### src/rtl/rng_irq_pkg.sv
package rng_irq_pkg;
    localparam int EVT_N   = 3;
    localparam int EV_DONE = 0;
    localparam int EV_DTF  = 1;
    localparam int EV_CERT = 2;
    localparam int TOP_N   = 2;

    typedef logic [EVT_N-1:0] evt_vec_t;
    typedef logic [TOP_N-1:0] top_vec_t;

    typedef struct packed {
        evt_vec_t flags;
        evt_vec_t en;
    } core_st_t;

    typedef struct packed {
        top_vec_t stat;
        top_vec_t mask;
        logic     irq;
    } top_st_t;
endpackage

### src/rtl/core_evt_flags.sv
module core_evt_flags
    import rng_irq_pkg::*;
#(
    parameter bit LEGACY_HW = 1'b0
) (
    input  logic     clk,
    input  logic     rst_n,
    input  logic     en_we,
    input  evt_vec_t en_wdata,
    input  evt_vec_t clr,
    input  evt_vec_t evt,
    input  logic     src_ok,
    input  logic     cert_unit_en,
    input  logic     soft_rst,
    output evt_vec_t flags,
    output evt_vec_t enables,
    output logic     core_pend_d
);
    core_st_t st_d, st_q;
    evt_vec_t accept;
    logic     cert_gate;

    generate
        if (LEGACY_HW) begin : g_legacy
            assign cert_gate = cert_unit_en;
        end else begin : g_modern
            assign cert_gate = 1'b1;
        end
    endgenerate

    always_comb begin
        accept          = '0;
        accept[EV_DONE] = evt[EV_DONE];
        accept[EV_DTF]  = evt[EV_DTF] & src_ok;
        accept[EV_CERT] = evt[EV_CERT] & src_ok & cert_gate;

        st_d = st_q;
        if (en_we) begin
            st_d.en = en_wdata;
        end
        st_d.flags = (st_q.flags & ~clr) | accept;
        if (soft_rst) begin
            st_d.flags = '0;
        end
        core_pend_d = |(st_d.flags & st_d.en);
    end

    always_ff @(posedge clk or negedge rst_n) begin
        if (!rst_n) begin
            st_q <= '0;
        end else begin
            st_q <= st_d;
        end
    end

    assign flags   = st_q.flags;
    assign enables = st_q.en;
endmodule

### src/rtl/top_irq_reg.sv
module top_irq_reg
    import rng_irq_pkg::*;
(
    input  logic     clk,
    input  logic     rst_n,
    input  logic     core_pend_d,
    input  logic     err_evt,
    input  logic     w1c_we,
    input  logic     mask_en_we,
    input  logic     mask_dis_we,
    input  top_vec_t wdata,
    output top_vec_t stat,
    output top_vec_t mask,
    output logic     irq
);
    top_st_t st_d, st_q;

    always_comb begin
        st_d         = st_q;
        st_d.stat[0] = core_pend_d;
        st_d.stat[1] = (st_q.stat[1] & ~(w1c_we & wdata[1])) | err_evt;
        if (mask_en_we) begin
            st_d.mask = st_q.mask & ~wdata;
        end
        if (mask_dis_we) begin
            st_d.mask = st_q.mask | wdata;
        end
        st_d.irq = |(st_d.stat & ~st_d.mask);
    end

    always_ff @(posedge clk or negedge rst_n) begin
        if (!rst_n) begin
            st_q.stat <= '0;
            st_q.mask <= '1;
            st_q.irq  <= 1'b0;
        end else begin
            st_q <= st_d;
        end
    end

    assign stat = st_q.stat;
    assign mask = st_q.mask;
    assign irq  = st_q.irq;
endmodule

### src/rtl/rng_irq_ctrl.sv
module rng_irq_ctrl
    import rng_irq_pkg::*;
#(
    parameter int ADDR_W    = 8,
    parameter int DATA_W    = 32,
    parameter bit LEGACY_HW = 1'b0
) (
    input  logic              clk,
    input  logic              rst_n,
    input  logic              wr_en,
    input  logic [ADDR_W-1:0] wr_addr,
    input  logic [DATA_W-1:0] wr_data,
    input  logic [ADDR_W-1:0] rd_addr,
    output logic [DATA_W-1:0] rd_data,
    input  logic              evt_done,
    input  logic              evt_dtf,
    input  logic              evt_certf,
    input  logic              err_evt,
    input  logic              src_ok,
    input  logic              cert_unit_en,
    input  logic              soft_rst,
    output logic              irq
);
    localparam logic [ADDR_W-1:0] OFS_CTRL  = ADDR_W'(8'h00);
    localparam logic [ADDR_W-1:0] OFS_CSTAT = ADDR_W'(8'h04);
    localparam logic [ADDR_W-1:0] OFS_TSTAT = ADDR_W'(8'h08);
    localparam logic [ADDR_W-1:0] OFS_MASK  = ADDR_W'(8'h0C);
    localparam logic [ADDR_W-1:0] OFS_MEN   = ADDR_W'(8'h10);
    localparam logic [ADDR_W-1:0] OFS_MDIS  = ADDR_W'(8'h14);
    localparam int CLR_LSB = EVT_N;
    localparam int CSTAT_CERT_BIT = 3;

    logic     ctrl_we, w1c_we, mask_en_we, mask_dis_we;
    evt_vec_t clr_bits, evt_vec, flags, enables;
    logic     core_pend_d;
    top_vec_t top_stat, top_mask;
    logic     unused_wdata;

    assign ctrl_we     = wr_en && (wr_addr == OFS_CTRL);
    assign w1c_we      = wr_en && (wr_addr == OFS_TSTAT);
    assign mask_en_we  = wr_en && (wr_addr == OFS_MEN);
    assign mask_dis_we = wr_en && (wr_addr == OFS_MDIS);
    assign clr_bits    = ctrl_we ? wr_data[CLR_LSB +: EVT_N] : '0;
    assign unused_wdata = ^wr_data[DATA_W-1:2*EVT_N];

    always_comb begin
        evt_vec          = '0;
        evt_vec[EV_DONE] = evt_done;
        evt_vec[EV_DTF]  = evt_dtf;
        evt_vec[EV_CERT] = evt_certf;
    end

    core_evt_flags #(.LEGACY_HW(LEGACY_HW)) u_core (
        .clk          (clk),
        .rst_n        (rst_n),
        .en_we        (ctrl_we),
        .en_wdata     (wr_data[EVT_N-1:0]),
        .clr          (clr_bits),
        .evt          (evt_vec),
        .src_ok       (src_ok),
        .cert_unit_en (cert_unit_en),
        .soft_rst     (soft_rst),
        .flags        (flags),
        .enables      (enables),
        .core_pend_d  (core_pend_d)
    );

    top_irq_reg u_top (
        .clk         (clk),
        .rst_n       (rst_n),
        .core_pend_d (core_pend_d),
        .err_evt     (err_evt),
        .w1c_we      (w1c_we),
        .mask_en_we  (mask_en_we),
        .mask_dis_we (mask_dis_we),
        .wdata       (wr_data[TOP_N-1:0]),
        .stat        (top_stat),
        .mask        (top_mask),
        .irq         (irq)
    );

    always_comb begin
        rd_data = '0;
        case (rd_addr)
            OFS_CTRL:  rd_data[EVT_N-1:0] = enables;
            OFS_CSTAT: begin
                rd_data[0]              = flags[EV_DONE];
                rd_data[1]              = flags[EV_DTF];
                rd_data[CSTAT_CERT_BIT] = flags[EV_CERT];
            end
            OFS_TSTAT: rd_data[TOP_N-1:0] = top_stat;
            OFS_MASK:  rd_data[TOP_N-1:0] = top_mask;
            default:   rd_data = '0;
        endcase
    end
endmodule

### config.mk
export PLATFORM = sky130hd
export DESIGN_NAME = rng_irq_ctrl
export DESIGN_NICKNAME = d
export VERILOG_FILES = /design/src/rtl/rng_irq_pkg.sv /design/src/rtl/core_evt_flags.sv /design/src/rtl/top_irq_reg.sv /design/src/rtl/rng_irq_ctrl.sv
export SDC_FILE = /design/constraint.sdc
export NUM_CORES = 1
export LEC_CHECK = 0
export BUFFER_PORTS_ARGS = -buffer_cell sky130_fd_sc_hd__buf_2
export CAP_MARGIN = 20
export CORE_ASPECT_RATIO = 1.2
export CORE_MARGIN = 1
export CORE_UTILIZATION = 35
export CTS_CLUSTER_DIAMETER = 150
export DETAILED_ROUTE_END_ITERATION = 8
export PLACE_DENSITY = 0.85
export SETUP_SLACK_MARGIN = 0.1
export SYNTH_ARGS = -nofsm -noshare
export SYNTH_HDL_FRONTEND = slang
export SYNTH_SLANG_ARGS = --single-unit
### constraint.sdc
create_clock -name clk -period 1.25 [get_ports clk]
set_input_delay 0.0625 -clock clk [delete_from_list [all_inputs] [get_ports clk]]
set_output_delay 0.0625 -clock clk [all_outputs]
set_load 0.02 [all_outputs]
# After elaboration in Yosys (flattened, before gate mapping)
# Index checks and enable logic that the tools add are counted.
# totals
register_bits	11
inputBits	58
word_cells	42
# op_classes
n_eq_ne	6
n_mux	8
bitwise_logic	15
reduce_logical	8
# ops
operator	count
$eq A8 B4 Y1 const B	3
$eq A8 B5 Y1 const B	2
$logic_not A8 Y1	2
$mux W3	3
$eq A8 B3 Y1 const B	1
$pmux W2 S4	1
$and A3 B3 Y3	2
$and A1 B1 Y1	4
$and A2 B2 Y2	2
$logic_and A1 B1 Y1	4
$mux W2	2
$not A2 Y2	2
$not A3 Y3	1
$or A3 B3 Y3	1
$reduce_or A3 Y1	1
$mux W1	2
$or A2 B2 Y2	1
$reduce_or A2 Y1	1
$not A1 Y1	1
$or A1 B1 Y1	1

# Longest topological paths before layout
# Gate-level depths: netlist of run 1.
# logic_depth
depth_word	11
ltp_mapped	5
depth_no_buf	5

# By module
# A second synthesis of run 1 with hierarchy kept.
# hier_totals
hier_cells	95
area_unflattened_um2	888.4
# modules_own_cells
module	n_inst	cells_each	area_each_um2	seq_area_each_um2
rng_irq_ctrl	1	59	435.4	0.0
core_evt_flags	1	22	271.5	150.1
top_irq_reg	1	14	181.4	127.6

# Worst setup path after synthesis of run 1
# Ideal clock, no wire load.
# synth_timing
path_kind	input port to flip-flop
start	in wr_addr[5]
end	reg u_core.st_q, in the netlist u_core.enables[0]
t_arrival_ns	1.390
path_slack_ns	-0.265
cell_stages	3
cell_sequence	or4b_4 > nor4_4 > mux2_2
# synth_lines
element	line_no	text
start: declaration	rng_irq_ctrl.sv:11	input logic [ADDR_W-1:0] wr_addr,
end signal: assignment	core_evt_flags.sv:52	st_q <= st_d;
end: declaration	core_evt_flags.sv:19	core_st_t st_d, st_q;

# Worst setup path in the final report of run 1
# layout_timing
start	reg u_core.st_q, in the netlist u_core.enables[1]
end	out rd_data[1]
# layout_between
elab_chain_cells	1
# layout_lines
element	line_no	text
$pmux W2 S4	rng_irq_ctrl.sv:84	case (rd_addr)
end: declaration	rng_irq_ctrl.sv:14	output logic [DATA_W-1:0] rd_data,
# No other way between the ends.

==> results of run 1 <==
## cell type report
| type | count | area share, % |
|---|---|---|
| clock buffer | 4 | 2.10 |
| inverter | 5 | 1.50 |
| multi-input combinational | 79 | 45.7 |
| sequential | 11 | 22.2 |
| tap | 31 | 3.11 |
| timing repair buffer | 49 | 25.4 |
## where the power goes
part	leakage (nW)	total (mW)	switching (mW)	internal, mW
registers	0.132	0.385	0.0102	0.375
clock network	0.0150	0.251	0.128	0.124
logic	0.468	0.272	0.169	0.103
total	0.615	0.909	0.307	0.602
## stage by stage
step,total power [mW],cells,setup TNS (ns),setup slack (ns),utilization (%)
5_1_grt,0.959,179,-0.828,-0.282,53.6
3_3_place_gp,0.604,164,-2.59,-0.331,43.5
3_5_place_dp,0.607,164,-2.82,-0.363,43.5
2_1_floorplan,0.586,123,-1.64,-0.263,-
4_1_cts,0.885,175,-0.570,-0.245,49.9
6_report,0.909,179,-0.661,-0.242,53.6
## routing by layer
metal	share of wire (%)	vias up	global-route usage, %
met1	39	369	20.9
met3	6.6	4	2.57
li1	-	380	-
met5	0	-	0
met4	1.8	0	7.54
met2	52	57	27.4
## flip-flops by register name, indices dropped and copies added (netlist names)
name,cells
u_core.enables,3
u_core.flags,3
u_top.irq,1
u_top.mask,2
u_top.stat,2
## worst paths after layout
check / startpoint / slack (ns) / endpoint
min reg2reg: u_core.enables[2]$_DFF_PN0_ / 0.59 / u_core.enables[2]$_DFF_PN0_
min: wr_data[2] / 0.05 / u_core.enables[2]$_DFF_PN0_
min in group asynchronous: rst_n / 0.18 / u_top.stat[0]$_DFF_PN0_
max reg2reg: u_core.flags[1]$_DFF_PN0_ / -0.14 / u_top.irq$_DFF_PN0_
max: u_core.enables[1]$_DFF_PN0_ / -0.24 / rd_data[1]
max in group asynchronous: rst_n / 0.81 / u_top.mask[0]$_DFF_PN1_
## placed cells by master, fill, tap and decap left out, types with 2 or more instances in the layout
cell,netlist,final
buf_4,28,12
dfstp_2,2,2
nand2_1,9,5
mux2_2,5,2
a21oi_2,0,3
mux2_4,0,3
dfrtp_1,9,9
inv_1,5,5
a21oi_1,5,2
nor2_1,6,6
nand2_4,0,2
dlygate4sd3_1,0,2
o21ai_0,3,2
clkbuf_4,0,3
buf_2,0,30
buf_6,0,5
nor4_4,1,2
conb_1,1,28
mux4_2,2,2
nand2_2,0,2
nor3_2,1,2
and3_4,0,2
nor2b_1,2,2
## logic make-up (layout without fill, tap and decap cells)
| group | Yosys count | after routing |
|---|---|---|
| flops | 11 | 11 |
| other cells | 1 | 28 |
| simple gates | 30 | 30 |
| compound gates | 14 | 14 |
| mux | 7 | 7 |
| buf+inv | 33 | 58 |
## repair_timing
action,4_1_cts,5_1_grt
hold buffers,2,0
endpoints found under the setup margin,12,12
setup buffers,5,4
pin swaps,6,3
gates resized for setup,15,14
endpoints found under the hold margin,12,0
## worst reg2reg max path, cell delays in order, from the launching register on
cell	delay, ns
dfrtp_1	0.38
buf_4	0.13
buf_4	0.13
a21oi_1	0.15
nor3b_1	0.08
o32ai_2	0.25
o22ai_1	0.14
==> flow_metrics.env, run 1 <==
export IMPL_run_status="finished with violations"
export IMPL_violations="negative setup slack"
export IMPL_cts_buffers=3
export IMPL_hold_viol_final=0
export IMPL_setup_viol_count_final=4
export IMPL_grt_overflow_total=0
export IMPL_timing_fmax_ghz=0.670
export IMPL_synth_top_family_by_area="buffers and inverters"
export IMPL_final_max_slew_violation_count=0
export IMPL_place_area_mm2=0.00101
export IMPL_yosysTopAreaCell="dfrtp_1"
export IMPL_area_delta_synth_final_pct=42.6
export IMPL_synth_edff_count=0
export IMPL_arrival_ns=1.43
export IMPL_dr_pass1_iters=4
export IMPL_synth_area_um2=876
export IMPL_register_area_um2=278
export IMPL_clk_latency_ns=0.27
export IMPL_peakVddDrop_uv=504
export IMPL_grt_start_max_net_pins=12
export IMPL_synth_fa_ha_area_share_pct=0
export IMPL_die_width_um=47.7
export IMPL_multi_input_area_um2=571
export IMPL_drc=0
export IMPL_yosys_area_share_simple_pct=20.3
export IMPL_grt_pass1_vias=733
export IMPL_hold_depth=2
export IMPL_viasPerCell=4.53
export IMPL_ant_nets=0
export IMPL_critPathLaunchType="flip-flop"
export IMPL_ys_ff_latch=11
export IMPL_nNetsFinal=207
export IMPL_synth_cells=96
export IMPL_core_area_mm2=0.00233
export IMPL_clock_path_buffers=2
export IMPL_wl_um=2190
export IMPL_fin_worst_hold_slack_ns=0.0464
export IMPL_via_count=810
export IMPL_power_density_mw_per_mm2=728
export IMPL_max_stage_delay_ns=0.48
export IMPL_drt_iter0_drc=8
export IMPL_cts_sinks=11
export IMPL_antenna_found_initial=0
export IMPL_synthMuxAreaShare_pct=11.6
export IMPL_async_flop_share_pct=100
export IMPL_insertedDiodeCount=0
export IMPL_cp_required_ns=1.19
export IMPL_wire_per_inst_um=12.3
export IMPL_clk_pin_slew_worst_paths_ns=0.07
export IMPL_start_util_pct=37.6
export IMPL_cts_tree="built"
export IMPL_yosys_top_cells_count="buf_4, dfrtp_1, nand2_1, nor2_1"
export IMPL_yosys_warnings=0
export IMPL_synth_xor_area_share_pct=0
export IMPL_drive_gt1_share_pct=52.0
export IMPL_fill_cells=225
export IMPL_grt_usage_pct=16.8
export IMPL_synth_cell_types=28
export IMPL_die_y_um=56.8
export IMPL_pin_count=91
export IMPL_synth_compound_area_share_pct=9.86
export IMPL_cts_root_buf="clkbuf_4"
export IMPL_drv_cap=0
export IMPL_hpwl_um=1460
export IMPL_crit_buf_inv=1
export IMPL_num_rows=19
export IMPL_crit_cells=3
export IMPL_cp_end_kind="output pin"
export IMPL_port_buffers=35
export IMPL_path_cells="mux4_2 -> and3_4 -> buf_6"
export IMPL_stdcell_area_mm2=0.00125
export IMPL_slowest_stage="mux4_2"
export IMPL_worstSetupPathType="reg2out"
export IMPL_post_route_period_util_pct=119
export IMPL_reg2regPathDepth=6
export IMPL_min_period_ns=1.49
export IMPL_rsz0062_at_grt="yes"
export IMPL_setup_slack_ns=-0.242
export IMPL_synth_top_area_share_pct=25.7
export IMPL_routabilityCongestion=0.844
export IMPL_critPathTopFamily="multiplexers"
export IMPL_yosysSeqAreaShare_pct=31.7
export IMPL_cts_max_level=1
export IMPL_hp_class="in2reg"
export IMPL_grt_pass1_wl_um=3200
export IMPL_skew_ns=0.00156
export IMPL_p_leak_nw=0.615
export IMPL_cp_max_fo=2
export IMPL_die_area_mm2=0.00271
export IMPL_yosysMostFrequentCell="buf_4"
export IMPL_synth_area_per_cell_um2=9.12
export IMPL_synthTopCellsByArea="dfrtp_1, buf_4, mux2_2"
export IMPL_synthFlopType="dfrtp_1"
(Power assumes the default switching activity.)
==> inputs of run 2 (changes only) <==
--- a/constraint.sdc
+++ b/constraint.sdc
@@ -3,2 +3,2 @@
 set_output_delay 0.0625 -clock clk [all_outputs]
-set_load 0.02 [all_outputs]
+set_load 0.01 [all_outputs]
==> flow_metrics.env, run 2 (synthesized netlist as in run 1, its figures left out) <==
export IMPL_run_status="finished with violations"
export IMPL_violations="negative setup slack"
export IMPL_cp_end_kind="output pin"
export IMPL_clk_pin_slew_worst_paths_ns=0.07
export IMPL_antenna_found_initial=0
export IMPL_switching_share_pct=30.5
export IMPL_timing_fmax_ghz=0.677
export IMPL_pre_cts_ws_ns=-0.412
export IMPL_setup_viol_count_final=10
export IMPL_hpwl_um=1530
export IMPL_cts_buffers=3
export IMPL_insertedDiodeCount=0
export IMPL_cts_max_level=1
export IMPL_p_leak_nw=0.632
export IMPL_drive_gt1_share_pct=52.0
export IMPL_routabilityCongestion=0.908
export IMPL_setup_slack_ns=-0.227
export IMPL_post_route_period_util_pct=118
export IMPL_critPathTopFamily="multiplexers"
export IMPL_slowest_stage="mux4_2"
export IMPL_comb_power_share_pct=26.6
export IMPL_nNetsFinal=209
export IMPL_path_cells="mux4_2 -> and3_4 -> buf_6"
export IMPL_start_util_pct=37.6
export IMPL_crit_buf_inv=1
export IMPL_cts_tree="built"
export IMPL_core_area_mm2=0.00233
export IMPL_die_width_um=47.7
export IMPL_p_clk_share_pct=28.9
export IMPL_wl_um=2080
export IMPL_arrival_ns=1.41
export IMPL_mostFrequentLayoutCells="buf_2, conb_1, buf_6, dfrtp_1, buf_4"
export IMPL_layout_commonest_cell="buf_2"
export IMPL_port_buffers=35
export IMPL_drc=0
export IMPL_hp_class="in2reg"
export IMPL_cts_sinks=11
export IMPL_max_stage_delay_ns=0.45
export IMPL_grt_start_max_net_pins=12
export IMPL_peakVddDrop_uv=558
export IMPL_grt_pass1_wl_um=3440
export IMPL_cp_required_ns=1.19
export IMPL_pin_count=91
export IMPL_skew_ns=0.00378
export IMPL_cp_max_fo=2
export IMPL_grt_pass1_vias=802
export IMPL_grt_usage_pct=18.1
export IMPL_final_max_slew_violation_count=0
export IMPL_area_delta_synth_final_pct=45.4
export IMPL_power_density_mw_per_mm2=680
export IMPL_via_count=817
export IMPL_drv_cap=0
export IMPL_clk_latency_ns=0.27
export IMPL_final_util_pct=54.7
export IMPL_grt_overflow_total=0
export IMPL_critPathLaunchType="flip-flop"
export IMPL_clock_path_buffers=2
export IMPL_rsz0062_at_grt="yes"
export IMPL_p_seq_share_pct=44.5
export IMPL_p_int_mw=0.602
export IMPL_viasPerCell=4.51
export IMPL_min_period_ns=1.48
export IMPL_wire_per_inst_um=11.5
export IMPL_drt_iter0_drc=3
export IMPL_p_switching_mw=0.264
export IMPL_worstSetupPathType="reg2out"
export IMPL_cts_root_buf="clkbuf_4"
export IMPL_power_mw=0.866
export IMPL_dr_pass1_iters=2
export IMPL_fill_cells=216
export IMPL_die_y_um=56.8
export IMPL_ant_nets=0
export IMPL_num_rows=19
export IMPL_die_area_mm2=0.00271
export IMPL_hold_viol_final=0
[run 2: cell count changes in the layout (fill, tap and decap cells not counted), sizes merged]
cell / change
buf: +2
[run 2: stage by stage]
| step | hold WS, ns | setup TNS, ns | instances | instance area (um^2) |
|---|---|---|---|---|
| global route | 0.0282 | -1.32 | 181 | 1270 |
| CTS | 0.0319 | -0.673 | 177 | 1190 |
| finish | 0.0408 | -0.834 | 181 | 1270 |
| global placement | -0.0615 | -2.88 | 166 | 1020 |
| detailed placement | -0.0530 | -3.21 | 166 | 1020 |
| floorplan | -0.233 | -1.64 | 123 | 981 |
[run 2: final timing paths]
kind	startpoint	to	slack, ns	cells after the start
setup / recovery	u_core.flags[0]$_DFF_PN0_	rd_data[0]	-0.23	3
hold / removal	evt_done	u_core.flags[0]$_DFF_PN0_	0.04	3
setup reg to reg	u_core.enables[0]$_DFF_PN0_	u_top.irq$_DFF_PN0_	-0.07	6
hold reg to reg	u_core.enables[2]$_DFF_PN0_	u_core.enables[2]$_DFF_PN0_	0.56	1
max in group asynchronous	rst_n	u_top.mask[0]$_DFF_PN1_	0.81	2
min in group asynchronous	rst_n	u_core.flags[1]$_DFF_PN0_	0.18	2
[run 2: area by class of cell]
class | instances | area [um^2] | share of cell area, %
tap | 31 | 38.8 | 3.05
inverter | 5 | 18.8 | 1.47
timing repair buffer | 51 | 342 | 26.8
clock buffer | 4 | 26.3 | 2.06
sequential | 11 | 278 | 21.8
multi-input combinational | 79 | 571 | 44.8
[run 2: tightest hold or removal path: cells and delay by family]
| kind | cells | cell delay (ns) |
|---|---|---|
| AOI/OAI and AO/OA | 1 | 0.03 |
| buffers and inverters | 1 | 0.10 |
| and+or+nand+nor | 1 | 0.07 |
[run 2: power groups by stage]
stage / clock network [mW] / logic [mW] / registers, mW
6_report: 0.250 / 0.230 / 0.386
5_1_grt: 0.279 / 0.259 / 0.388
3_5_place_dp: 0 / 0.175 / 0.395
3_3_place_gp: 0 / 0.172 / 0.394
4_1_cts: 0.259 / 0.216 / 0.386
2_1_floorplan: 0 / 0.155 / 0.391
[run 2: layer usage]
layer  track usage, %  vias up  routed length [um]
met5                0        -                   0
met4             7.54        0                  47
met3             4.18        6                 166
met2             28.8       58                1070
met1             22.9      367                 803
li1                 -      386                   -
[run 2: repair_timing]
item | CTS | global route
resized for setup | 18 | 12
endpoints found under the hold margin | 12 | 0
endpoints found under the setup margin | 14 | 15
buffers inserted | 5 | 4
hold buffers | 2 | 0
gates cloned | 0 | 0
pin swaps | 10 | 10
